## config.mk

```make
export PLATFORM = sky130hd
export DESIGN_NAME = mixed_width_fifo
export DESIGN_NICKNAME = d
export VERILOG_FILES = /design/src/rtl/mwf_pkg.sv /design/src/rtl/mwf_ctrl.sv /design/src/rtl/mwf_store.sv /design/src/rtl/mwf_rdreg.sv /design/src/rtl/mixed_width_fifo.sv
export SDC_FILE = /design/constraint.sdc
export NUM_CORES = 1
export LEC_CHECK = 0
export BUFFER_PORTS_ARGS = -buffer_cell sky130_fd_sc_hd__buf_2
export CAP_MARGIN = 20
export CORE_ASPECT_RATIO = 1.5
export CORE_MARGIN = 1
export CORE_UTILIZATION = 45
export CTS_BUF_LIST = sky130_fd_sc_hd__clkbuf_8
export DETAILED_ROUTE_END_ITERATION = 10
export HOLD_SLACK_MARGIN = 0.06
export SYNTH_ARGS = -nofsm -noshare
export SYNTH_HDL_FRONTEND = slang
export SYNTH_HIERARCHICAL = 1
export SYNTH_SLANG_ARGS = --single-unit
```

## constraint.sdc

```tcl
create_clock -name clk -period 5.5 [get_ports clk]
set_input_delay 0.275 -clock clk [delete_from_list [all_inputs] [get_ports clk]]
set_output_delay 0.275 -clock clk [all_outputs]
set_load 0.005 [all_outputs]
```

## src/rtl/mwf_pkg.sv

```systemverilog
package mwf_pkg;

    function automatic int unsigned narrow_of(input int unsigned a, input int unsigned b);
        return (a < b) ? a : b;
    endfunction

    function automatic int unsigned wide_of(input int unsigned a, input int unsigned b);
        return (a < b) ? b : a;
    endfunction

    // Legal: widths nonzero, ratio 1, 2 or 4, depth a power of two.
    function automatic bit cfg_ok(input int unsigned wr_w, input int unsigned rd_w,
                                  input int unsigned wr_depth);
        int unsigned n;
        int unsigned r;
        if (wr_w == 0 || rd_w == 0 || wr_depth < 1) return 1'b0;
        n = narrow_of(wr_w, rd_w);
        if (wide_of(wr_w, rd_w) % n != 0) return 1'b0;
        r = wide_of(wr_w, rd_w) / n;
        if (!(r == 1 || r == 2 || r == 4)) return 1'b0;
        if ((wr_depth & (wr_depth - 1)) != 0) return 1'b0;
        return 1'b1;
    endfunction

endpackage

```

## src/rtl/mwf_ctrl.sv

```systemverilog
module mwf_ctrl #(
    parameter int unsigned WR_RATIO = 4,
    parameter int unsigned RD_RATIO = 1,
    parameter int unsigned SLICES   = 16,
    parameter int unsigned WC_W     = 3,
    parameter int unsigned RC_W     = 5,
    parameter int unsigned AW       = 4
) (
    input  logic            clk,
    input  logic            rst_n,
    input  logic            wr_en,
    input  logic            rd_en,
    output logic            wr_take,
    output logic            rd_take,
    output logic [AW-1:0]   waddr,
    output logic [AW-1:0]   raddr,
    output logic            full,
    output logic            empty,
    output logic [WC_W-1:0] wr_count,
    output logic [RC_W-1:0] rd_count
);
    localparam int unsigned PTR_W = AW + 1;
    localparam int unsigned WR_SH = $clog2(WR_RATIO);
    localparam int unsigned RD_SH = $clog2(RD_RATIO);
    localparam logic [PTR_W-1:0] WR_STEP = PTR_W'(WR_RATIO);
    localparam logic [PTR_W-1:0] RD_STEP = PTR_W'(RD_RATIO);
    localparam logic [PTR_W-1:0] CAP     = PTR_W'(SLICES);

    typedef struct packed {
        logic [PTR_W-1:0] wptr;
        logic [PTR_W-1:0] rptr;
        logic             full;
        logic             empty;
        logic [WC_W-1:0]  wcnt;
        logic [RC_W-1:0]  rcnt;
    } ctrl_st_t;

    ctrl_st_t st_d, st_q;
    logic [PTR_W-1:0] fill_d;
    logic [PTR_W-1:0] room_d;
    logic [PTR_W-1:0] wwords_d;
    logic [PTR_W-1:0] rwords_d;

    always_comb begin
        st_d    = st_q;
        wr_take = wr_en & ~st_q.full;
        rd_take = rd_en & ~st_q.empty;
        if (wr_take) st_d.wptr = st_q.wptr + WR_STEP;
        if (rd_take) st_d.rptr = st_q.rptr + RD_STEP;
        // Occupancy in slices; the extra pointer bit separates full from empty.
        fill_d     = st_d.wptr - st_d.rptr;
        room_d     = CAP - fill_d;
        wwords_d   = fill_d >> WR_SH;
        rwords_d   = fill_d >> RD_SH;
        st_d.full  = (room_d < WR_STEP);
        st_d.empty = (fill_d < RD_STEP);
        st_d.wcnt  = wwords_d[WC_W-1:0];
        st_d.rcnt  = rwords_d[RC_W-1:0];
    end

    always_ff @(posedge clk or negedge rst_n) begin
        if (!rst_n) begin
            st_q       <= '0;
            st_q.empty <= 1'b1;
        end else begin
            st_q <= st_d;
        end
    end

    assign waddr    = st_q.wptr[AW-1:0];
    assign raddr    = st_q.rptr[AW-1:0];
    assign full     = st_q.full;
    assign empty    = st_q.empty;
    assign wr_count = st_q.wcnt;
    assign rd_count = st_q.rcnt;
endmodule

```

## src/rtl/mwf_store.sv

```systemverilog
module mwf_store #(
    parameter int unsigned SW       = 8,
    parameter int unsigned WR_RATIO = 4,
    parameter int unsigned RD_RATIO = 1,
    parameter int unsigned SLICES   = 16,
    parameter int unsigned AW       = 4
) (
    input  logic                   clk,
    input  logic                   wr_take,
    input  logic [AW-1:0]          waddr,
    input  logic [SW*WR_RATIO-1:0] wr_word,
    input  logic [AW-1:0]          raddr,
    output logic [SW*RD_RATIO-1:0] rd_word
);
    logic [SW-1:0] mem [SLICES];

    // Addresses are word aligned, so lane index ORs into the low bits.
    always_ff @(posedge clk) begin
        if (wr_take) begin
            for (int i = 0; i < int'(WR_RATIO); i++) begin
                mem[waddr | AW'(i)] <= wr_word[i*SW +: SW];
            end
        end
    end

    for (genvar j = 0; j < int'(RD_RATIO); j++) begin : g_rlane
        assign rd_word[j*SW +: SW] = mem[raddr | AW'(j)];
    end
endmodule

```

## src/rtl/mwf_rdreg.sv

```systemverilog
module mwf_rdreg #(
    parameter int unsigned RD_W = 8
) (
    input  logic            clk,
    input  logic            rst_n,
    input  logic            rd_take,
    input  logic [RD_W-1:0] rd_word,
    output logic [RD_W-1:0] rd_data
);
    typedef struct packed {
        logic [RD_W-1:0] data;
    } rd_st_t;

    rd_st_t st_d, st_q;

    always_comb begin
        st_d = st_q;
        if (rd_take) st_d.data = rd_word;
    end

    always_ff @(posedge clk or negedge rst_n) begin
        if (!rst_n) st_q <= '0;
        else        st_q <= st_d;
    end

    assign rd_data = st_q.data;
endmodule

```

## src/rtl/mixed_width_fifo.sv

```systemverilog
module mixed_width_fifo #(
    parameter int unsigned WR_W     = 32,
    parameter int unsigned RD_W     = 8,
    parameter int unsigned WR_DEPTH = 4,
    localparam int unsigned SW       = mwf_pkg::narrow_of(WR_W, RD_W),
    localparam int unsigned WR_RATIO = WR_W / SW,
    localparam int unsigned RD_RATIO = RD_W / SW,
    localparam int unsigned SLICES   = WR_DEPTH * WR_RATIO,
    localparam int unsigned RD_DEPTH = SLICES / RD_RATIO,
    localparam int unsigned WC_W     = $clog2(WR_DEPTH + 1),
    localparam int unsigned RC_W     = $clog2(RD_DEPTH + 1)
) (
    input  logic            clk,
    input  logic            rst_n,
    input  logic            wr_en,
    input  logic [WR_W-1:0] wr_data,
    output logic            full,
    output logic [WC_W-1:0] wr_count,
    input  logic            rd_en,
    output logic [RD_W-1:0] rd_data,
    output logic            empty,
    output logic [RC_W-1:0] rd_count
);
    localparam int unsigned AW = (SLICES > 1) ? $clog2(SLICES) : 1;

    if (!mwf_pkg::cfg_ok(WR_W, RD_W, WR_DEPTH)) begin : g_bad_cfg
        $error("mixed_width_fifo: width ratio must be 1, 2 or 4 and depth a power of two");
    end

    logic          wr_take;
    logic          rd_take;
    logic [AW-1:0] waddr;
    logic [AW-1:0] raddr;
    logic [RD_W-1:0] rd_word;

    mwf_ctrl #(
        .WR_RATIO(WR_RATIO), .RD_RATIO(RD_RATIO), .SLICES(SLICES),
        .WC_W(WC_W), .RC_W(RC_W), .AW(AW)
    ) u_ctrl (
        .clk(clk), .rst_n(rst_n), .wr_en(wr_en), .rd_en(rd_en),
        .wr_take(wr_take), .rd_take(rd_take), .waddr(waddr), .raddr(raddr),
        .full(full), .empty(empty), .wr_count(wr_count), .rd_count(rd_count)
    );

    mwf_store #(
        .SW(SW), .WR_RATIO(WR_RATIO), .RD_RATIO(RD_RATIO), .SLICES(SLICES), .AW(AW)
    ) u_store (
        .clk(clk), .wr_take(wr_take), .waddr(waddr), .wr_word(wr_data),
        .raddr(raddr), .rd_word(rd_word)
    );

    mwf_rdreg #(.RD_W(RD_W)) u_rdreg (
        .clk(clk), .rst_n(rst_n), .rd_take(rd_take), .rd_word(rd_word), .rd_data(rd_data)
    );
endmodule

```

* Word-level counts from Yosys, hierarchy flattened *
Memories as Yosys holds them, arrays and structs flattened. A register that Yosys moved wholly into a read port is not among the register bits.
Cells that the tools add are included.

operators by class
  add/sub/neg operators = 4
  order comparisons = 2
  mux-type cells = 4
  bitwise gates (word level) = 4
  reduce and logical (&&, ||, !) cells = 1

operators with widths
  cell                                                        count
  two-way mux 5 bit                                           2
  adder 5 x 1 -> 5 bit, second input constant                 1
  adder 5 x 3 -> 5 bit, second input constant                 1
  less-than comparator 5 x 1 -> 1 bit, second input constant  1
  less-than comparator 5 x 3 -> 1 bit, second input constant  1
  subtractor 5 bit                                            1
  subtractor 5 bit, first input constant                      1
  bitwise AND 1 bit                                           2
  two-way mux 1 bit                                           2
  inverter 1 bit                                              2
  zero test 1 bit                                             1

storage, ports and cells
  flip-flop bits (word level) = 20
  bits in writable memories = 128
  input port bits = 36
  output and inout port bits = 18
  logic and storage cells = 22
  memories = 1

memory list
  name         depth  width  rd ports  clocked after memory_dff  wr ports  RTL line         source
  u_store.mem  16     8      1         1                         4         mwf_store.sv:15  logic [SW-1:0] mem [SLICES];

* Logic depth before layout (Yosys ltp) *
Gate-level depths: netlist (run 1).

  depth in word-level cells = 6
  mapped depth = 11

* Cells and area by module *
Netlist (run 1), hierarchy kept.

by module, submodules not included
  module     instances  cells each  area each (µm²)  seq. area each (µm²)
  mwf_store  1          332         6217.2           3843.7
  mwf_ctrl   1          75          877.1            351.6
  mwf_rdreg  1          17          331.6            200.2

* Least setup slack after synthesis (run 1) *
Ideal clock, no wire load.

  kind = register to register
  start = register u_ctrl/empty (netlist name)
  end = register u_ctrl/empty (netlist name)
  arrival time = 2.147 ns
  required time = 5.411 ns
  path slack = 3.264 ns
  stages on the path, launching flop included = 11
  buffers on the path = 1
  cells stage by stage = dfstp_2 nor2b_4 buf_6 nand2_1 xnor2_1 inv_1 ha_1 a21o_1 a21oi_1 xor3_2 nor4b_2

==> reports/qor.yml, run 1 <==
cp_max_fo: 36
cpMostUsedCell: "ha_1"
startpoint_type: "flop"
dpl.hpwl_mm: 10.4
clkTransAtPathRegs_ns: 0.09
fmax_mhz: 328
seqPwrFrac: 0.413
tightest_slew_ns: 1.05
synthArstFlopShare: 0.147
status: "finished clean"
yosysTopAreaCell: "edfxtp_1"
synthTopCellsByArea: "edfxtp_1, mux2_2, dfrtp_1"
ys_warn_count: 6
hold_class: "in -> reg"
area_delta_synth_final_pct: 9.71
synth_most_common_cell: "edfxtp_1"
drive_gt1_frac: 0.485
grtUsageMet1: 0.268
clock-root-buffer: "clkbuf_8"
antenna_cells: 0
cts_tree: "built"
initial_core_util: 0.459
cts.sinks: 150
grt_overflow: 0
vias_per_cell: 5.68
leakage_uw: 0.00293
grt_pass1_wl_mm: 24.5
rows: 57
synth_area_sq_um: 7430
finalSetupViolCount: 0
clockBufferDepth: 2
peakVddDrop_mv: 0.345
synth_seq_cells: 150
drtAntennaViolNets: 0
fin_crit_ns: 3.05
p_int_uw: 2590
num-fill-cells: 1372
grt.met2_usage: 0.338
yosysSeqAreaShare: 0.592
antenna_found_initial: 0
synth_area_per_cell_sq_um: 17.5
rsz0062_at_grt: "false"
postCtsSetupBuffers: 0
fp.dieH_um: 159
drt_iter0_markers: 277
fin_crit_sh: 0.554
pwr-share-comb: 0.368
cts-resized-gates: 0
clock_latency_ns: 0.44
vias: 3876
gp_congestion: 0.777
synthFlopType: "edfxtp_1"
port_buffers: 53
critPathSlowestCell: "dfrtp_2"
h-tree-depth: 4
die_area_sq_um: 17000
grt_pass1_vias: 4000
synth_edf_count: 128
cts_buffers: 17
ioPinCount: 54
path_cells: "ha_1, nand2_1, xnor2_1, inv_1, ha_1, a21o_1, a21oi_1, xor3_2, nor4b_2"
core-area_sq_um: 16200
max_slew_margin: 0.298
fin_nets: 504
first_pass_iters: 5
drc: 0
fin_util: 0.503
grt_max_degree: 38
power-per-cell-area_nw_per_um2: 482
slew_violations: 0
synth.distinct_cells: 49
setup_tns_ns: 0
synth_commonest_cells: "edfxtp_1, mux2_2, dfrtp_1"
dieWidth_um: 107
p_switching_uw: 1330
slowest_delay_ns: 0.96
yosysTopAreaCellShare: 0.518
gr-usage-met3: 0.0413
routed_wl_mm: 16.4
crit_arrival_ns: 3.39
seq_area_sq_um: 4400
finClkSkew_ns: 0.0133
required_ns: 5.85
p_clk_frac: 0.218
p_sw_frac: 0.340
grt-busiest-layer: "met2"
grt_usage: 0.205
endpoint_kind: "flop"
synth_cells: 424
path_class: "reg -> reg"
wl_per_cell_um: 24.0
multiInputGateArea_sq_um: 2720
hold_viol_final: 0
drv_cap: 0
-- layout by cell type, fill, tap and decap left out, types with 5 or more instances in the layout --
cell type / count
edfxtp_1: 128
mux2_2: 97
buf_2: 53
dfrtp_1: 19
clkbuf_8: 17
mux4_2: 16
a22oi_1: 16
mux4_1: 16
nand2_1: 11
inv_1: 11
mux2_4: 8
buf_4: 5
ha_1: 5
-- flip-flops by register name, indices dropped and copies added, names as in the netlist --
| signal | cells |
|---|---|
| u_store/mem | 128 |
| u_rdreg/rd_data | 8 |
| u_ctrl/raddr | 4 |
| u_ctrl/rd_count | 4 |
| u_ctrl/st_q | 2 |
| u_ctrl/waddr | 2 |
| u_ctrl/empty | 1 |
| u_ctrl/full | 1 |
-- per-layer routing --
layer | part of all wire | up-vias
met4 | 0.017 | 0
met5 | 0 | -
li1 | - | 1757
met3 | 0.042 | 14
met2 | 0.52 | 110
met1 | 0.43 | 1995
-- worst max-delay path, delay by kind of cell (launching register included) --
kind / cells / cell delay, ns
buffers and inverters: 1 / 0.08
AND/OR/NAND/NOR: 2 / 0.35
XOR/XNOR: 2 / 0.50
flip-flops: 1 / 0.96
AO/OA/AOI/OAI: 2 / 0.36
adder cells (fa/ha/maj): 2 / 0.70
-- metrics by stage --
stage / hold slack, ns / setup WS [ns] / power (uW) / cells / area, sq um
after floorplan: -0.0206 / 3.26 / 2780 / 425 / 7430
after global placement: 0.261 / 2.49 / 3060 / 647 / 7710
after detailed placement: 0.272 / 2.44 / 3090 / 647 / 7710
after CTS: 0.160 / 2.43 / 3960 / 680 / 8120
after global routing: 0.158 / 2.24 / 4140 / 682 / 8150
final: 0.180 / 2.45 / 3920 / 682 / 8150
-- power by group through the flow --
stage	registers, uW	clock network (uW)	logic [uW]
CTS	1620	882	1450
finish	1620	857	1450
floorplan	1550	0	1240
global route	1640	932	1560
detailed placement	1650	0	1440
global placement	1640	0	1420
-- final timing paths --
check / depth (start not counted) / slack [ns] / endpoint / start
max in group asynchronous: 2 / 4.81 / u_ctrl/raddr[1] / rst_n
min in group asynchronous: 2 / 0.32 / u_rdreg/rd_data[5] / rst_n
min reg2reg: 1 / 0.49 / u_ctrl/st_q[19] / u_ctrl/st_q[19]
max reg2reg: 9 / 2.45 / u_ctrl/empty / u_ctrl/raddr[1]
max: 9 / 2.45 / u_ctrl/empty / u_ctrl/raddr[1]
min: 2 / 0.18 / u_store/mem[1][4] / wr_data[12]
-- what timing repair did --
action                                 in CTS  in global routing
setup endpoints to repair                   0                  0
hold buffers                                1                  0
endpoints found under the hold margin      21                  0
-- cell families after synthesis --
family,count (synthesis),share of synthesized area
compound gates,23,0.0244
simple gates,46,0.0460
flops,150,0.592
buf+inv,52,0.0448
mux,139,0.271
xor+xnor,8,0.0126
fa+ha+maj,5,0.00842
other cells,1,0.000505
-- area by class of cell --
class	count	area share
timing repair buffer	60	0.0402
inverter	11	0.00507
clock inverter	15	0.0204
sequential	150	0.540
tap	206	0.0316
clock buffer	17	0.0287
multi-input combinational	223	0.334
Note: power is estimated with default switching activity, not from simulation.
==> inputs of run 2 (changes only) <==
ABC_AREA = 1   (was default)
clock period = 2.54 ns   (was 5.5 ns; I/O delays follow)
==> run 2 against run 1 <==
The flow now finishes with violations (DRC); combinational power rose to 3.0 times the previous value; flip-flop and latch count unchanged; global-route usage up 2.8 points; sequential power up 110%; register-to-register slack worse by 2.2 ns; clock power up 100%; synthesized cell count up 120%; first-iteration DRC count up 75%; clock skew down 0.0012 ns; critical path type unchanged.
==> reports/qor.yml, run 2 <==
status: "finished, violations left"
violations: "DRC"
clockBufferDepth: 2  # unchanged
multiInputGateArea_sq_um: 2780  # +2.3%
grt_pass1_vias: 5747  # +44%
clkTransAtPathRegs_ns: 0.09  # about the same
fin_util: 0.511  # +0.00784
path_class: "reg -> reg"
holdPathStages: 3  # +1
grt_usage: 0.233  # +0.0282
fmax_mhz: 434  # +32%
fin_crit_ns: 2.30  # -0.743 ns
clock_latency_ns: 0.45  # about the same
layout_common_cells: "nand2_1, inv_1, edfxtp_1, nand3_1, buf_2"
synth_commonest_cells: "nand2_1, inv_1, edfxtp_1"
vias: 6122  # +58%
leakage_uw: 0.00423  # +44%
drtAntennaViolNets: 0  # unchanged
r2r_cells: 12  # +3
cpMostUsedCell: "nand2_2"
rrSetupSlack_ns: 0.24  # -2.22 ns
port_buffers: 53  # unchanged
synth_most_common_cell: "nand2_1"
synth_area_per_cell_sq_um: 8.79  # -50%
fin_nets: 1007  # +100%
synthTopCellsByArea: "edfxtp_1, nand2_1, inv_1"
finClkSkew_ns: 0.0121  # -0.00124 ns
antenna_found_initial: 0  # unchanged
drive_gt1_frac: 0.186  # -0.299
cts_tree: "built"
grt_overflow: 0  # unchanged
drt_iter0_markers: 485  # +75%
pre_cts_slack_ns: 0.240  # -2.20 ns
largest_register_ffs: 128  # unchanged
synthArstFlopShare: 0.147  # unchanged
h-tree-depth: 4  # unchanged
largest-register: "u_store/mem"
yosysTopAreaCellShare: 0.474  # -0.0434
synth_area_sq_um: 8110  # +9.1%
hold_class: "in -> reg"
setup_tns_ns: 0  # unchanged
startpoint_type: "flop"
core-area_sq_um: 17500  # +8.1%
clock-root-buffer: "clkbuf_8"
dpl.hpwl_mm: 14.9  # +43%
dieWidth_um: 112  # +4.4%
fin_crit_sh: 0.907  # +0.353
path_cells: "ha_1, mux2_2, ha_1, a21oi_1, nand2_1, inv_1, nand2_2, nand3_1, nand2_2, inv_4, nand2_2, a21oi_2"
slew_violations: 0  # unchanged
postCtsSetupBuffers: 0  # unchanged
fp.dieH_um: 166  # +4.4%
crit_arrival_ns: 2.69  # -0.70 ns
antenna_cells: 0  # unchanged
die_area_sq_um: 18600  # +9.0%
crit_family: "adder cells"
worstHoldStart: "wr_data[18]"
finalWorstSetupSlack_ns: 0.237  # -2.22 ns
rsz0062_at_grt: "false"
first_pass_iters: 10  # +5
drv_cap: 0  # unchanged
grt_pass1_wl_mm: 31.9  # +30%
r2r_end: "u_ctrl/full"
peakVddDrop_mv: 0.365  # +5.8%
required_ns: 2.93  # -2.92 ns
drc: 6  # +6
ys_warn_count: 6  # unchanged
tightest_slew_ns: 0.600  # -0.449 ns
max_slew_margin: 0.600  # +0.302
wl_per_cell_um: 17.6  # -27%
cp_max_fo: 5  # -86%
cts_buffers: 17  # unchanged
yosysTopAreaCell: "edfxtp_1"
initial_core_util: 0.463  # +0.00459
synth.distinct_cells: 34  # -31%
power-per-cell-area_nw_per_um2: 1060  # +120%
seq_area_sq_um: 4400  # about the same
routed_wl_mm: 20.9  # +28%
rows: 59  # +3.5%
hold_viol_final: 0  # unchanged
area_delta_synth_final_pct: 10.3
totalPowerFinal_uw: 9430  # +140%
whs_ns: 0.0717  # -0.108 ns
hold_path_end: "u_store/mem[14][2]"
grt_max_degree: 57  # +50%
endpoint_kind: "flop"
final_common_cell: "nand2_1"
path_buf_inv: 2  # +1
ioPinCount: 54  # unchanged
cts.sinks: 150  # unchanged
synth_cells: 922  # +120%
reg2reg_from: "u_ctrl/waddr[2]"
gp_congestion: 0.851  # +9.5%
synthFlopType: "edfxtp_1"
finalSetupViolCount: 0  # unchanged
slowest_delay_ns: 0.47  # -0.49 ns
vias_per_cell: 5.14  # -9.6%
critPathSlowestCell: "dfrtp_1"
num-fill-cells: 1635  # +19%
yosysSeqAreaShare: 0.542  # -0.0496
synth_edf_count: 128  # unchanged
synth_seq_cells: 150  # unchanged
## run 2: logic make-up (layout without fill, tap and decap cells)
kind of cell               after synthesis  in the layout  synth area share
and+or+nand+nor                        448            448             0.255
buffers and inverters                  216            272             0.115
DFF                                    150            150             0.542
AOI/OAI and AO/OA                       98             98            0.0753
adders and majority gates                5              5           0.00772
xor gates and xnor gates                 3              3           0.00324
other                                    1              2          0.000463
muxes                                    1              1           0.00139
## run 2: per-layer routing
layer | track usage | part of all wire | up-vias | wire, um
met4 | 0.126 | 0.045 | 0 | 947
met1 | 0.284 | 0.40 | 2820 | 8360
li1 | - | - | 3021 | -
met5 | 0 | 0 | - | 0
met3 | 0.0350 | 0.055 | 56 | 1160
met2 | 0.397 | 0.50 | 225 | 10500
## run 2: metrics by stage
step           std cells  instance area, sq um
3_3_place_gp        1146                  8430
5_1_grt             1192                  8940
2_1_floorplan        923                  8110
3_5_place_dp        1146                  8430
4_1_cts             1192                  8940
6_report            1192                  8940
## run 2: layout make-up
cell class	count	area share
clock buffer	17	0.0262
clock inverter	15	0.0153
inverter	155	0.0654
multi-input combinational	557	0.311
sequential	150	0.492
tap	213	0.0298
timing repair buffer	85	0.0605
## run 2: repair_timing
| item | CTS | global route |
|---|---|---|
| gates resized for setup | 0 | 0 |
| hold buffers | 14 | 0 |
| endpoints found under the hold margin | 64 | 0 |
## run 2: worst reg2reg max path: stages, from the launching register on
cell and delay [ns]:
dfrtp_1 0.47, ha_1 0.31, mux2_2 0.29, ha_1 0.39
a21oi_1 0.18, nand2_1 0.10, inv_1 0.07, nand2_2 0.06
nand3_1 0.08, nand2_2 0.08, inv_4 0.06, nand2_2 0.05
a21oi_2 0.10
## run 2: how the worst max path moves through the flow
stage,start,depth (start not counted),to,slack [ns]
floorplan,u_ctrl/full,6,u_store/mem[4][0],0.37
CTS,u_ctrl/waddr[2],12,u_ctrl/full,0.22
global route,u_ctrl/waddr[2],12,u_ctrl/full,0.11
global placement,u_ctrl/waddr[2],12,u_ctrl/full,0.29
detailed placement,u_ctrl/waddr[2],12,u_ctrl/full,0.24
finish,u_ctrl/waddr[2],12,u_ctrl/full,0.24
## run 2: power breakdown
part	internal (uW)	switching, uW	total (uW)
combinational	1380	2950	4330
clock	713	1030	1750
sequential	3190	171	3360
total	5280	4150	9430
